`config.mk`:
```
export PLATFORM = sky130hd
export DESIGN_NAME = dac_mux_bus
export DESIGN_NICKNAME = d
export VERILOG_FILES = /design/src/rtl/dac_mux_pkg.sv /design/src/rtl/dac_rate_ctrl.sv /design/src/rtl/dac_pair_store.sv /design/src/rtl/dac_edge_mux.sv /design/src/rtl/dac_mux_bus.sv
export SDC_FILE = /design/constraint.sdc
export NUM_CORES = 1
export LEC_CHECK = 0
export BUFFER_PORTS_ARGS = -buffer_cell sky130_fd_sc_hd__buf_2
export CAP_MARGIN = 30
export CORE_AREA = 2 2 85 87
export DETAILED_ROUTE_END_ITERATION = 16
export DIE_AREA = 0 0 87 89
export PLACE_DENSITY = 0.67
export REMOVE_ABC_BUFFERS = 1
export SLEW_MARGIN = 5
export SYNTH_ARGS = -nofsm -noshare
export SYNTH_HDL_FRONTEND = slang
export SYNTH_SLANG_ARGS = --single-unit
```
`constraint.sdc`:
```
create_clock -name clk -period 6.2 [get_ports clk]
set_clock_uncertainty 0.2 [all_clocks]
set_input_delay 0.62 -clock clk [delete_from_list [all_inputs] [get_ports clk]]
set_output_delay 0.62 -clock clk [all_outputs]
set_load 0.02 [all_outputs]
```
`src/rtl/dac_mux_pkg.sv`:
```
package dac_mux_pkg;
  typedef enum logic [1:0] {
    RATE_FULL = 2'b00,
    RATE_HALF = 2'b01,
    RATE_SLOW = 2'b10,
    RATE_SLOW_ALT = 2'b11
  } rate_e;
endpackage

```
`src/rtl/dac_rate_ctrl.sv`:
```
module dac_rate_ctrl
  import dac_mux_pkg::*;
#(
  parameter int DIV_FULL = 2,
  parameter int DIV_HALF = 4,
  parameter int DIV_SLOW = 16,
  localparam int CW = $clog2(DIV_SLOW)
) (
  input  logic       clk,
  input  logic       rst_n,
  input  logic [1:0] rate_in,
  input  logic       fmt_in,
  output logic       qclk,
  output logic       pair_load,
  output logic       fmt_q
);
  localparam logic [CW-1:0] FULL_LAST = CW'(DIV_FULL - 1);
  localparam logic [CW-1:0] HALF_LAST = CW'(DIV_HALF - 1);
  localparam logic [CW-1:0] SLOW_LAST = CW'(DIV_SLOW - 1);
  localparam logic [CW-1:0] FULL_MID  = CW'(DIV_FULL / 2);
  localparam logic [CW-1:0] HALF_MID  = CW'(DIV_HALF / 2);
  localparam logic [CW-1:0] SLOW_MID  = CW'(DIV_SLOW / 2);

  rate_e         rate_q, rate_d;
  logic [CW-1:0] cnt_q, cnt_d, last_cnt, mid_cnt;
  logic          fmt_d;

  always_comb begin
    case (rate_q)
      RATE_FULL: begin last_cnt = FULL_LAST; mid_cnt = FULL_MID; end
      RATE_HALF: begin last_cnt = HALF_LAST; mid_cnt = HALF_MID; end
      default:   begin last_cnt = SLOW_LAST; mid_cnt = SLOW_MID; end
    endcase
  end

  always_comb begin
    pair_load = (cnt_q == last_cnt);
    cnt_d     = pair_load ? '0 : cnt_q + 1'b1;
    rate_d    = pair_load ? rate_e'(rate_in) : rate_q;
    fmt_d     = pair_load ? fmt_in : fmt_q;
    qclk      = (cnt_q < mid_cnt);
  end

  always_ff @(posedge clk or negedge rst_n) begin
    if (!rst_n) begin
      cnt_q  <= '0;
      rate_q <= RATE_FULL;
      fmt_q  <= 1'b0;
    end else begin
      cnt_q  <= cnt_d;
      rate_q <= rate_d;
      fmt_q  <= fmt_d;
    end
  end


  setting_hold_chk: assert property (@(posedge clk) disable iff (!rst_n)
    !pair_load |=> ($stable(rate_q) && $stable(fmt_q)));


  cnt_bound_chk: assert property (@(posedge clk) disable iff (!rst_n)
    cnt_q <= last_cnt);


  rise_at_start_chk: assert property (@(posedge clk) disable iff (!rst_n)
    $rose(qclk) |-> (cnt_q == '0));
endmodule

```
`src/rtl/dac_pair_store.sv`:
```
module dac_pair_store #(
  parameter int DW = 16
) (
  input  logic          clk,
  input  logic          rst_n,
  input  logic [DW-1:0] tx_in,
  input  logic          tx_stb,
  input  logic [DW-1:0] aec_in,
  input  logic          aec_stb,
  input  logic          load,
  output logic [DW-1:0] tx_word,
  output logic [DW-1:0] aec_word
);
  logic [DW-1:0] tx_hold_q, tx_hold_d, aec_hold_q, aec_hold_d;
  logic [DW-1:0] tx_word_d, aec_word_d;

  always_comb begin
    tx_hold_d  = tx_stb  ? tx_in  : tx_hold_q;
    aec_hold_d = aec_stb ? aec_in : aec_hold_q;
    tx_word_d  = load ? tx_hold_q  : tx_word;
    aec_word_d = load ? aec_hold_q : aec_word;
  end

  always_ff @(posedge clk or negedge rst_n) begin
    if (!rst_n) begin
      tx_hold_q  <= '0;
      aec_hold_q <= '0;
      tx_word    <= '0;
      aec_word   <= '0;
    end else begin
      tx_hold_q  <= tx_hold_d;
      aec_hold_q <= aec_hold_d;
      tx_word    <= tx_word_d;
      aec_word   <= aec_word_d;
    end
  end


  pair_hold_chk: assert property (@(posedge clk) disable iff (!rst_n)
    !load |=> ($stable(tx_word) && $stable(aec_word)));
endmodule

```
`src/rtl/dac_edge_mux.sv`:
```
module dac_edge_mux #(
  parameter int DW = 16
) (
  input  logic          phase_hi,
  input  logic          twos,
  input  logic [DW-1:0] tx_word,
  input  logic [DW-1:0] aec_word,
  output logic [DW-1:0] bus
);
  logic [DW-1:0] picked;

  always_comb begin
    picked = phase_hi ? aec_word : tx_word;
    bus    = twos ? picked : {~picked[DW-1], picked[DW-2:0]};
  end
endmodule

```
`src/rtl/dac_mux_bus.sv`:
```
module dac_mux_bus #(
  parameter int DW       = 16,
  parameter int DIV_FULL = 2,
  parameter int DIV_HALF = 4,
  parameter int DIV_SLOW = 16
) (
  input  logic          clk,
  input  logic          rst_n,
  input  logic [DW-1:0] tx_data,
  input  logic          tx_valid,
  input  logic [DW-1:0] aec_data,
  input  logic          aec_valid,
  input  logic [1:0]    rate_sel,
  input  logic          twos_sel,
  output logic [DW-1:0] dac_bus,
  output logic          dac_qclk
);
  logic          load;
  logic          fmt_cur;
  logic [DW-1:0] tx_w, aec_w;

  dac_rate_ctrl #(
    .DIV_FULL(DIV_FULL), .DIV_HALF(DIV_HALF), .DIV_SLOW(DIV_SLOW)
  ) u_rate (
    .clk(clk), .rst_n(rst_n), .rate_in(rate_sel), .fmt_in(twos_sel),
    .qclk(dac_qclk), .pair_load(load), .fmt_q(fmt_cur)
  );

  dac_pair_store #(.DW(DW)) u_store (
    .clk(clk), .rst_n(rst_n), .tx_in(tx_data), .tx_stb(tx_valid),
    .aec_in(aec_data), .aec_stb(aec_valid), .load(load),
    .tx_word(tx_w), .aec_word(aec_w)
  );

  dac_edge_mux #(.DW(DW)) u_mux (
    .phase_hi(dac_qclk), .twos(fmt_cur), .tx_word(tx_w),
    .aec_word(aec_w), .bus(dac_bus)
  );


  bus_steady_chk: assert property (@(posedge clk) disable iff (!rst_n)
    $stable(dac_qclk) |-> $stable(dac_bus));


  rise_after_load_chk: assert property (@(posedge clk) disable iff (!rst_n)
    load |=> dac_qclk);
endmodule

```
==> results of run 1 <==
-- state kept, by name, indices dropped and copies added, names as in the netlist --
name,cells
u_rate.cnt_q,4
u_rate.fmt_q,1
u_store.tx_word,16
u_store.aec_hold_q,16
u_store.tx_hold_q,16
u_rate.rate_q,2
u_store.aec_word,16
-- path summary, 6_finish.rpt --
check	startpoint	to	slack (ps)	depth (start not counted)
worst max register to register	u_rate.cnt_q[1]	u_store.tx_word[5]	3770	4
max in group asynchronous	rst_n	u_store.tx_word[4]	5350	3
worst min register to register	u_store.tx_word[1]	u_store.tx_word[1]	280	1
worst min-delay path	rst_n	u_store.aec_hold_q[7]	150	3
worst max-delay path	u_rate.rate_q[1]	dac_bus[15]	2730	9
min in group clk	u_store.tx_word[1]	u_store.tx_word[1]	280	1
-- tightest hold or removal path, delay by kind of cell --
kind	cells	cell delay (ps)
buffers and inverters	3	470
-- metal layers --
layer	global-route usage, %	vias to the layer above	wire, um
li1	-	771	-
met1	19.1	833	2260
met2	22.3	36	2400
met3	4.89	9	240
met4	8.10	0	124
met5	0	-	0
-- where the power goes --
| group | internal, W | leakage (nW) | switching [W] |
|---|---|---|---|
| sequential | 0.000618 | 0.834 | 0.0000834 |
| combinational | 0.000541 | 0.693 | 0.000508 |
| clock | 0.000195 | 0.100 | 0.000163 |
| total | 0.00135 | 1.63 | 0.000754 |
-- per-stage QoR --
stage / hold slack, ps / area [um2] / power [W] / worst slack, ps / utilization, %
2_1_floorplan: 124 / 2900 / 0.00146 / 3030 / -
3_3_place_gp: 265 / 3280 / 0.00170 / 2860 / 48.9
3_5_place_dp: 272 / 3310 / 0.00178 / 3070 / 49.3
4_1_cts: 279 / 3500 / 0.00214 / 2670 / 52.1
5_1_grt: 182 / 3530 / 0.00225 / 2470 / 52.5
6_report: 149 / 3530 / 0.00211 / 2730 / 52.5
-- cell type report --
type                       instances  area, um2
inverter                           2       7.51
clock inverter                     4       45.0
fill                             573       3190
multi-input combinational        101       1120
clock buffer                      12        145
timing repair buffer              58        338
tap                               80        100
sequential                        71       1780
-- logic make-up after synthesis --
kind of cell | after synthesis
and+or+nand+nor | 8
adders and majority gates | 3
AOI/OAI and AO/OA | 3
buffers and inverters | 11
xor gates and xnor gates | 4
muxes | 83
DFF | 71
-- layout by cell type (no fill, tap or decap), drive strengths merged --
master and instances:
xor2 3, clkbuf 12, nor2 2, and3 1, clkinv 3, bufinv 1
mux2 82, o21a 1, nor3 1, xnor2 1, nand2 1, o31ai 1
dfrtp 71, buf 58, nor2b 1, ha 3, mux2i 1, o311a 1
nand3 2, inv 2
==> results.md, run 1 <==
- GRT Util Overall: between 10% and 20%
- Number of synthesized flops with an enable pin: 0
- Post-synth top area share: around three fifths
- HP Class: in -> async
- Detail Placement HPWL: roughly 3200 um
- Main combinational cell family by area after synthesis: multiplexers
- # clock sinks: just over 70
- Cells along the critical path: inv_1, nand2_1, ha_1, o311a_1, nor3_4, buf_16, mux2i_1, xor2_1, buf_2
- Post-synth top cells: dfrtp_1 (71), mux2_2 (56), mux2_1 (17)
- Final hold violation count: 0
- Root Buffer: clkbuf_8
- Post-Route WL: ~5000 um
- Count leader, synth: dfrtp_1
- Arr. time, crit path: about 2700 ps
- Seq/Total Area, Yosys: 60.0%
- Clock Path Buffers: 2
- Worst-path clk slew: roughly 70 ps
- First-pass GRT wire length: 8360 um
- IO Count: 56
- Die area: a little under 8000 um2
- Initial Utilization: 44.1%
- Leakage: ~1.6 nW
- Initial antenna violation count: 0
- Post-route DRC: 0
- Fin crit period: between 3000 and 4000 ps
- Cts hold-fix bufs: 0
- Pin count of the biggest net entering global routing: 72
- Initial drt markers: between 50 and 60
- Main flop type after synthesis: dfrtp_1
- Max Freq: roughly 290 MHz
- Area leader, netlist: dfrtp_1
- Cts bufs inserted: 9
- Synth-to-Final Area Change: 19.1%
- NumNets Final: around 290
- Critical Path Sink Type: output pin
- Input/output buffers: 55
- Synth Area in Simple Gates: between 1.5 and 2%
- Max cap viols: 0
- Post-CTS sizing: 0
- Diode count: 0
- Worst vdd ir: between 0.2 and 0.3 mV
- CTS tree: done
- Worst Path Max Fanout: 11
- Cell family with most CP delay: simple AND/OR/NAND/NOR gates
- Adder-cell share of the synthesized area: 1.27%
- Pins Over Slew Limit: 0
- Layout cell share with drive strength beyond 1: a little under three fifths
- Vias in the first global route: 1667
- # H-tree levels: 3
- Req. time, crit path: between 5000 and 6000 ps
- Pin slew with the least headroom to its limit: about 900 ps
- Core Rows: 30
- Synth Area in XOR/XNOR: under 10%
- Critical Path Start Type: register
- Postcts setup bufs: 0
- Yosys reg bits: a little over 70
- Pre-Repair DR Iteration Count: 2
- P per Cell Area: 598 nW/um2
- Tcrit/Tclk final: approximately 56%
- Post-synthesis mux area share: roughly a third
- Slowest cell delay on critical path: approximately 530 ps
- Worst slew margin: 38.6%
- GRT overflow: 0
- Die height: roughly 89 um
- Via density: slightly above 5
- CP Class: reg -> out
- Vias post-DR: 1649
- Die Width: ~87 um
- RSZ-0062 raised after global routing: no
- Routed Antenna Nets: 0
- Synth area leaders: dfrtp_1 (60%), mux2_2 (21%), mux2_1 (6.5%), mux2_4 (4.6%), ha_1 (1.3%)
- Status: finished clean
- Synth cell types: 23
- Global placement routability congestion: between 0.6 and 0.7
- Synthesized area per cell: between 15 and 20 um2
- Clock Latency Late Sink: approximately 340 ps
- Fin Setup TNS: 0 ps
- Post-synthesis instance area: about 3000 um2
- Synthesized instance count: around 180
- CP bufs+invs: 3
- Compound-gate portion of the synthesized area: less than 1%
- Final Non-Filler Cells: ~330
- Routed WL per cell: about 15 um
- Slowest cell on the critical path: nor3_4
- Core Footprint: about 6700 um2
- DP Cell Count: ~310
- Post-synthesis async set-or-reset flop share: 100%
- YS warnings: 0
- Final setup fails: 0
(Power assumes the default switching activity.)
==> run 2: changes to the inputs <==
Clock period 6.2 ns to 3.4 ns, I/O delays scaled along.
==> run 2 against run 1 <==
Utilization grew 0.39 points. Clock power grew 110%. Via count grew 0.42%. Register-to-register slack lost 2600 ps. Power grew 85%. Sequential power grew 83%. Sequential cell count is the same. Die area is the same.
==> results.md, run 2 (synthesis results as in run 1) <==
- Status: finished clean
- GRT overflow: 0 (unchanged)
- Vias in the first global route: 1731 (+3.8%)
- Pin slew with the least headroom to its limit: 470 ps (-450 ps)
- NumNets Final: 289 (+1.4%)
- Synth-to-Final Area Change: 20.0%
- Setup WS pre-CTS: 897 ps (-2170 ps)
- Sequential cell area: 1780 um2 (unchanged)
- # clock sinks: 71 (unchanged)
- CP Class: reg -> out
- CTS tree: done
- Die area: 7740 um2 (unchanged)
- Die Width: 87 um (unchanged)
- Max Freq: 352 MHz
- Pin count of the biggest net entering global routing: 39 (-46%)
- Core Rows: 30 (unchanged)
- Slowest cell on the critical path: dfrtp_1
- Worst Path Max Fanout: 10 (-1)
- HP Class: in -> reg
- Initial Utilization: 44.1% (unchanged)
- Cts bufs inserted: 9 (unchanged)
- Routed Antenna Nets: 0 (unchanged)
- Final setup fails: 0 (unchanged)
- Die height: 89 um (unchanged)
- Tcrit/Tclk final: approximately 84%
- Clock Path Buffers: 2 (unchanged)
- Post-Route WL: 5100 um (+1.4%)
- Pins Over Slew Limit: 0 (unchanged)
- Final hold violation count: 0 (unchanged)
- Arr. time, crit path: 2300 ps (-350 ps)
- Fill count: 574 (+0.17%)
- GRT Util Overall: 14.8% (about the same)
- Cells along the critical path: inv_1, nand2_1, ha_1, o311a_1, nor3_4, buf_4, mux2i_1, xor2_1, buf_2
- Slowest cell delay on critical path: 420 ps (-110 ps)
- First-pass GRT wire length: 8530 um (+2.1%)
- Fin crit period: roughly 2800 ps
- Most frequent cells in the layout: dfrtp_1 (71), mux2_2 (56), buf_2 (55)
- Worst reg-to-reg path cell count: 5 (+1)
- Final WS setup: 555 ps (-2170 ps)
- Leakage: 1.65 nW (+1.1%)
- R2r setup slk: 1220 ps (-2550 ps)
- RSZ-0062 raised after global routing: no
- Initial antenna violation count: 0 (unchanged)
- Critical R2R Launch: u_rate.cnt_q[1]
- Clock Latency Late Sink: 330 ps (about the same)
- Fin Setup TNS: 0 ps (unchanged)
- Via density: 4.99 (-0.79%)
- Critical Path Sink Type: output pin
- Pre-Repair DR Iteration Count: 3 (+1)
- Commonest non-fill, non-tap cell in the layout: dfrtp_1
- Routed WL per cell: 15.3 um (+0.19%)
- Core Footprint: 6720 um2 (unchanged)
- Worst slew margin: 68.6% (+30 points)
- IO Count: 56 (unchanged)
- Layout cell share with drive strength beyond 1: 56.3% (+0.30 points)
- Post-Route Utilization: 52.9% (+0.39 points)
- Min-Delay Path Depth: 2
- Hold path start: tx_data[12]
- Critical Path Start Type: register
- Root Buffer: clkbuf_8
- Max cap viols: 0 (unchanged)
- Reg2reg end: u_store.tx_word[14]
- Detail Placement HPWL: 3440 um (+7.3%)
- Req. time, crit path: 2860 ps (-2520 ps)
- Design Power: 0.00391 W (+85%)
- P per Cell Area: 1100 nW/um2 (+84%)
- Worst vdd ir: 0.658 mV (+160%)
- Post-CTS sizing: 0 (unchanged)
- Post-route DRC: 0 (unchanged)
- Worst Hold Path EP: u_store.tx_hold_q[12]
- Input/output buffers: 55 (unchanged)
- Global placement routability congestion: 0.764 (+14%)
- # H-tree levels: 3 (unchanged)
- Worst-path clk slew: 70 ps (about the same)
- Initial drt markers: 43 (-17%)
- Diode count: 0 (unchanged)
- Multi-input logic area: 1120 um2 (unchanged)
- Vias post-DR: 1656 (+0.42%)
[run 2: cell types whose count changed in the layout (fill, tap and decap cells not counted), sizes merged]
| cell | before | now |
|---|---|---|
| dlygate4sd3 | 0 | 1 |
| clkinv | 3 | 1 |
| bufinv | 1 | 2 |
| buf | 58 | 61 |
| clkbuf | 12 | 13 |
[run 2: worst max path at each step]
| stage | start | endpoint | slack [ps] | cells after the start |
|---|---|---|---|---|
| 2_1_floorplan | u_rate.rate_q[1] | dac_bus[15] | 510 | 7 |
| 3_3_place_gp | u_rate.rate_q[1] | dac_bus[15] | 930 | 9 |
| 3_5_place_dp | u_rate.rate_q[1] | dac_bus[15] | 900 | 9 |
| 4_1_cts | u_rate.rate_q[1] | dac_bus[15] | 530 | 9 |
| 5_1_grt | u_rate.rate_q[1] | dac_bus[15] | 400 | 9 |
| 6_report | u_rate.rate_q[1] | dac_bus[15] | 560 | 9 |
[run 2: per-stage QoR]
step                hold slack [ps]  area [um2]  std cells
floorplan                      -156        2900        174
global placement                203        3320        315
detailed placement              205        3320        315
CTS                            16.6        3550        332
global route                   13.0        3550        332
finish                         31.0        3550        332
[run 2: what timing repair did]
action / in CTS / in global routing
hold buffers: 1 / 0
setup buffers: 0 / 0
hold endpoints to repair: 71 / 0
[run 2: routing by layer]
metal	part of all wire (%)	routed length [um]	global-route usage, %
met1	48	2460	20.4
met2	45	2320	22.2
met3	4.0	205	3.23
met4	2.3	119	7.67
met5	0	0	0
[run 2: area by class of cell]
| class | count | share of cell area, % |
|---|---|---|
| Timing Repair Buffer | 62 | 9.29 |
| Multi-Input combinational cell | 101 | 31.4 |
| Clock inverter | 3 | 1.83 |
| Inverter | 2 | 0.211 |
| Sequential cell | 71 | 50.0 |
| Tap cell | 80 | 2.82 |
| Clock buffer | 13 | 4.47 |
[run 2: worst max-delay path, delay by kind of cell (launching register included)]
kind,cells,cell delay (ps)
buffers and inverters,3,510
AOI/OAI and AO/OA,1,150
DFF,1,420
xor gates and xnor gates,1,150
adders and majority gates,1,270
and+or+nand+nor,2,230
muxes,1,240
[run 2: power by group]
group	switching, W	internal, W	leakage [nW]
registers	0.000152	0.00113	0.834
logic	0.000922	0.000954	0.698
clock network	0.000299	0.000453	0.114
==> run 3: changes to the inputs <==
Clock period 3.4 ns to 2.85 ns, I/O delays scaled along.
==> run 3 against run 2 <==
Worst setup slack lost 480 ps. Critical path depth is the same. Final area grew 9.0%. Sequential share of layout area shrank 4.1 points. Cell count grew 10%. Global-route usage grew 0.89 points. Via count grew 7.5%. Die area is the same. Combinational power grew 31%. Highest routed layer unchanged.
==> results.md, run 3 (synthesis results as in run 1) <==
- Status: finished clean
- NumNets Final: 325 (+12%)
- Global placement routability congestion: 0.732 (-4.2%)
- Routed WL per cell: 15.5 um (+1.1%)
- Die Width: 87 um (unchanged)
- Fin crit period: about 2800 ps
- Tcrit/Tclk final: a little over nine tenths
- Via density: 4.87 (-2.4%)
- Synth-to-Final Area Change: 30.9%
- Met1 WL: 2480 um (+1.1%)
- Critical Path Start Type: register
- Core Rows: 30 (unchanged)
- Worst vdd ir: 0.623 mV (-5.4%)
- P per Cell Area: 1210 nW/um2 (+9.9%)
- Arr. time, crit path: 2290 ps (about the same)
- HP Class: in -> reg
- Initial Utilization: 44.1% (unchanged)
- Clock Latency Late Sink: 330 ps (about the same)
- Fill count: 539 (-6.1%)
- Sequential power share: 32.8% (about the same)
- GRT overflow: 0 (unchanged)
- Crit path capture: dac_bus[15]
- Final hold slack: 14.9 ps (-16.1 ps)
- Critical Path Sink Type: output pin
- Root Buffer: clkbuf_8
- Input/output buffers: 55 (unchanged)
- First-pass GRT wire length: 9110 um (+6.9%)
- NetSw: 0.00168 W (+23%)
- GRT Util Overall: 15.7% (+0.89 points)
- Max Freq: 361 MHz
- Critical R2R Launch: u_rate.cnt_q[1]
- Net Sw Frac: 36.0% (+0.81 points)
- Design Area, Final: 3880 um2 (+9.0%)
- Worst-path clk slew: 60 ps (about the same)
- R2r setup slk: 590 ps (-630 ps)
- Detail Placement HPWL: 3540 um (+2.8%)
- Worst slew margin: 41.3% (-27 points)
- Pin slew with the least headroom to its limit: 881 ps (+410 ps)
- Initial drt markers: 52 (+21%)
- Max cap viols: 0 (unchanged)
- Pre-Repair DR Iteration Count: 3 (unchanged)
- Gate power share: 52.5% (+4.5 points)
- DR WL met3: 184 um (-10%)
- Pins Over Slew Limit: 0 (unchanged)
- IO Count: 56 (unchanged)
- Internal Power: 0.00300 W (+18%)
- Final setup fails: 0 (unchanged)
- Reg2reg end: u_store.aec_word[0]
- Most frequent cells in the layout: dfrtp_1 (71), mux2_2 (56), buf_2 (54)
- Worst reg-to-reg path cell count: 5 (unchanged)
- Crit path launch: u_rate.rate_q[1]
- Post-Route WL: 5680 um (+11%)
- Final hold violation count: 0 (unchanged)
- Layout cell share with drive strength beyond 1: 50.3% (-6.0 points)
- Die area: 7740 um2 (unchanged)
- Core Footprint: 6720 um2 (unchanged)
- Req. time, crit path: 2370 ps (-490 ps)
- Uppermost routed layer: met4
- Routed Antenna Nets: 0 (unchanged)
- Clock power share: 14.6% (-4.7 points)
- Die height: 89 um (unchanged)
- Pin count of the biggest net entering global routing: 42 (+7.7%)
- Diode count: 0 (unchanged)
- # clock sinks: 71 (unchanged)
- CTS tree: done
- Vias post-DR: 1781 (+7.5%)
- Commonest non-fill, non-tap cell in the layout: dfrtp_1
- Routed wl met2: 2920 um (+26%)
- Vias in the first global route: 1868 (+7.9%)
- Cts bufs inserted: 9 (unchanged)
- Instance area after placement: 3330 um2 (+0.15%)
- Clock Path Buffers: 2 (unchanged)
- Post-route DRC: 0 (unchanged)
- CP Class: reg -> out
- Worst Path Max Fanout: 10 (unchanged)
- Initial antenna violation count: 0 (unchanged)
- Leakage: 1.77 nW (+7.8%)
- # H-tree levels: 3 (unchanged)
[run 3: final cells by class]
type	count	area (um2)	area share, %
sequential	71	1780	45.8
tap	80	100	2.58
multi-input combinational	101	1120	28.9
inverter	2	7.51	0.194
clock buffer	13	159	4.10
timing repair buffer	98	708	18.3
clock inverter	1	5.00	0.129
[run 3: critical path: stages (launching register included)]
cell     delay, ps
dfrtp_1        430
inv_2           80
nand2_1         50
ha_1           280
o311a_1        160
nor3_4         210
buf_8          190
mux2i_2        240
xor2_1         160
buf_4          160
[run 3: how the worst min path moves through the flow]
stage | startpoint | endpoint | slack (ps) | cells after the start
final | aec_data[13] | u_store.aec_hold_q[13] | 10 | 2
after floorplan | rst_n | u_rate.cnt_q[0] | -210 | 0
after detailed placement | rst_n | u_store.aec_hold_q[7] | 260 | 1
after CTS | aec_data[13] | u_store.aec_hold_q[13] | 4 | 2
after global routing | aec_data[13] | u_store.aec_hold_q[13] | 10 | 2
after global placement | rst_n | u_store.aec_hold_q[7] | 260 | 1
[run 3: power groups by stage]
stage               clock, W  sequential (W)  combinational, W
floorplan                  0         0.00149           0.00168
global placement           0         0.00153           0.00226
detailed placement         0         0.00155           0.00230
CTS                 0.000710         0.00153           0.00234
global route        0.000754         0.00158           0.00263
finish              0.000685         0.00154           0.00246
[run 3: what timing repair did]
action / 4_1_cts / 5_1_grt
setup buffers: 0 / 3
hold buffers: 35 / 0
hold endpoints to repair: 73 / 0
resized for setup: 0 / 5
endpoints found under the setup margin: 0 / 5
[run 3: per-layer routing]
metal,up-vias,GRT usage (%)
met5,-,0
met4,0,7.24
met3,8,2.77
met2,35,26.6
met1,895,19.8
li1,843,-
[run 3: through the flow]
stage	power (W)	setup TNS, ps	setup slack (ps)	instances	util [%]
detailed placement	0.00385	0	380	314	49.5
floorplan	0.00317	0	19.7	174	-
global route	0.00497	-31.2	-27.5	366	57.7
global placement	0.00379	0	437	314	49.5
CTS	0.00458	0	16.2	363	57.2
finish	0.00468	0	79.3	366	57.7
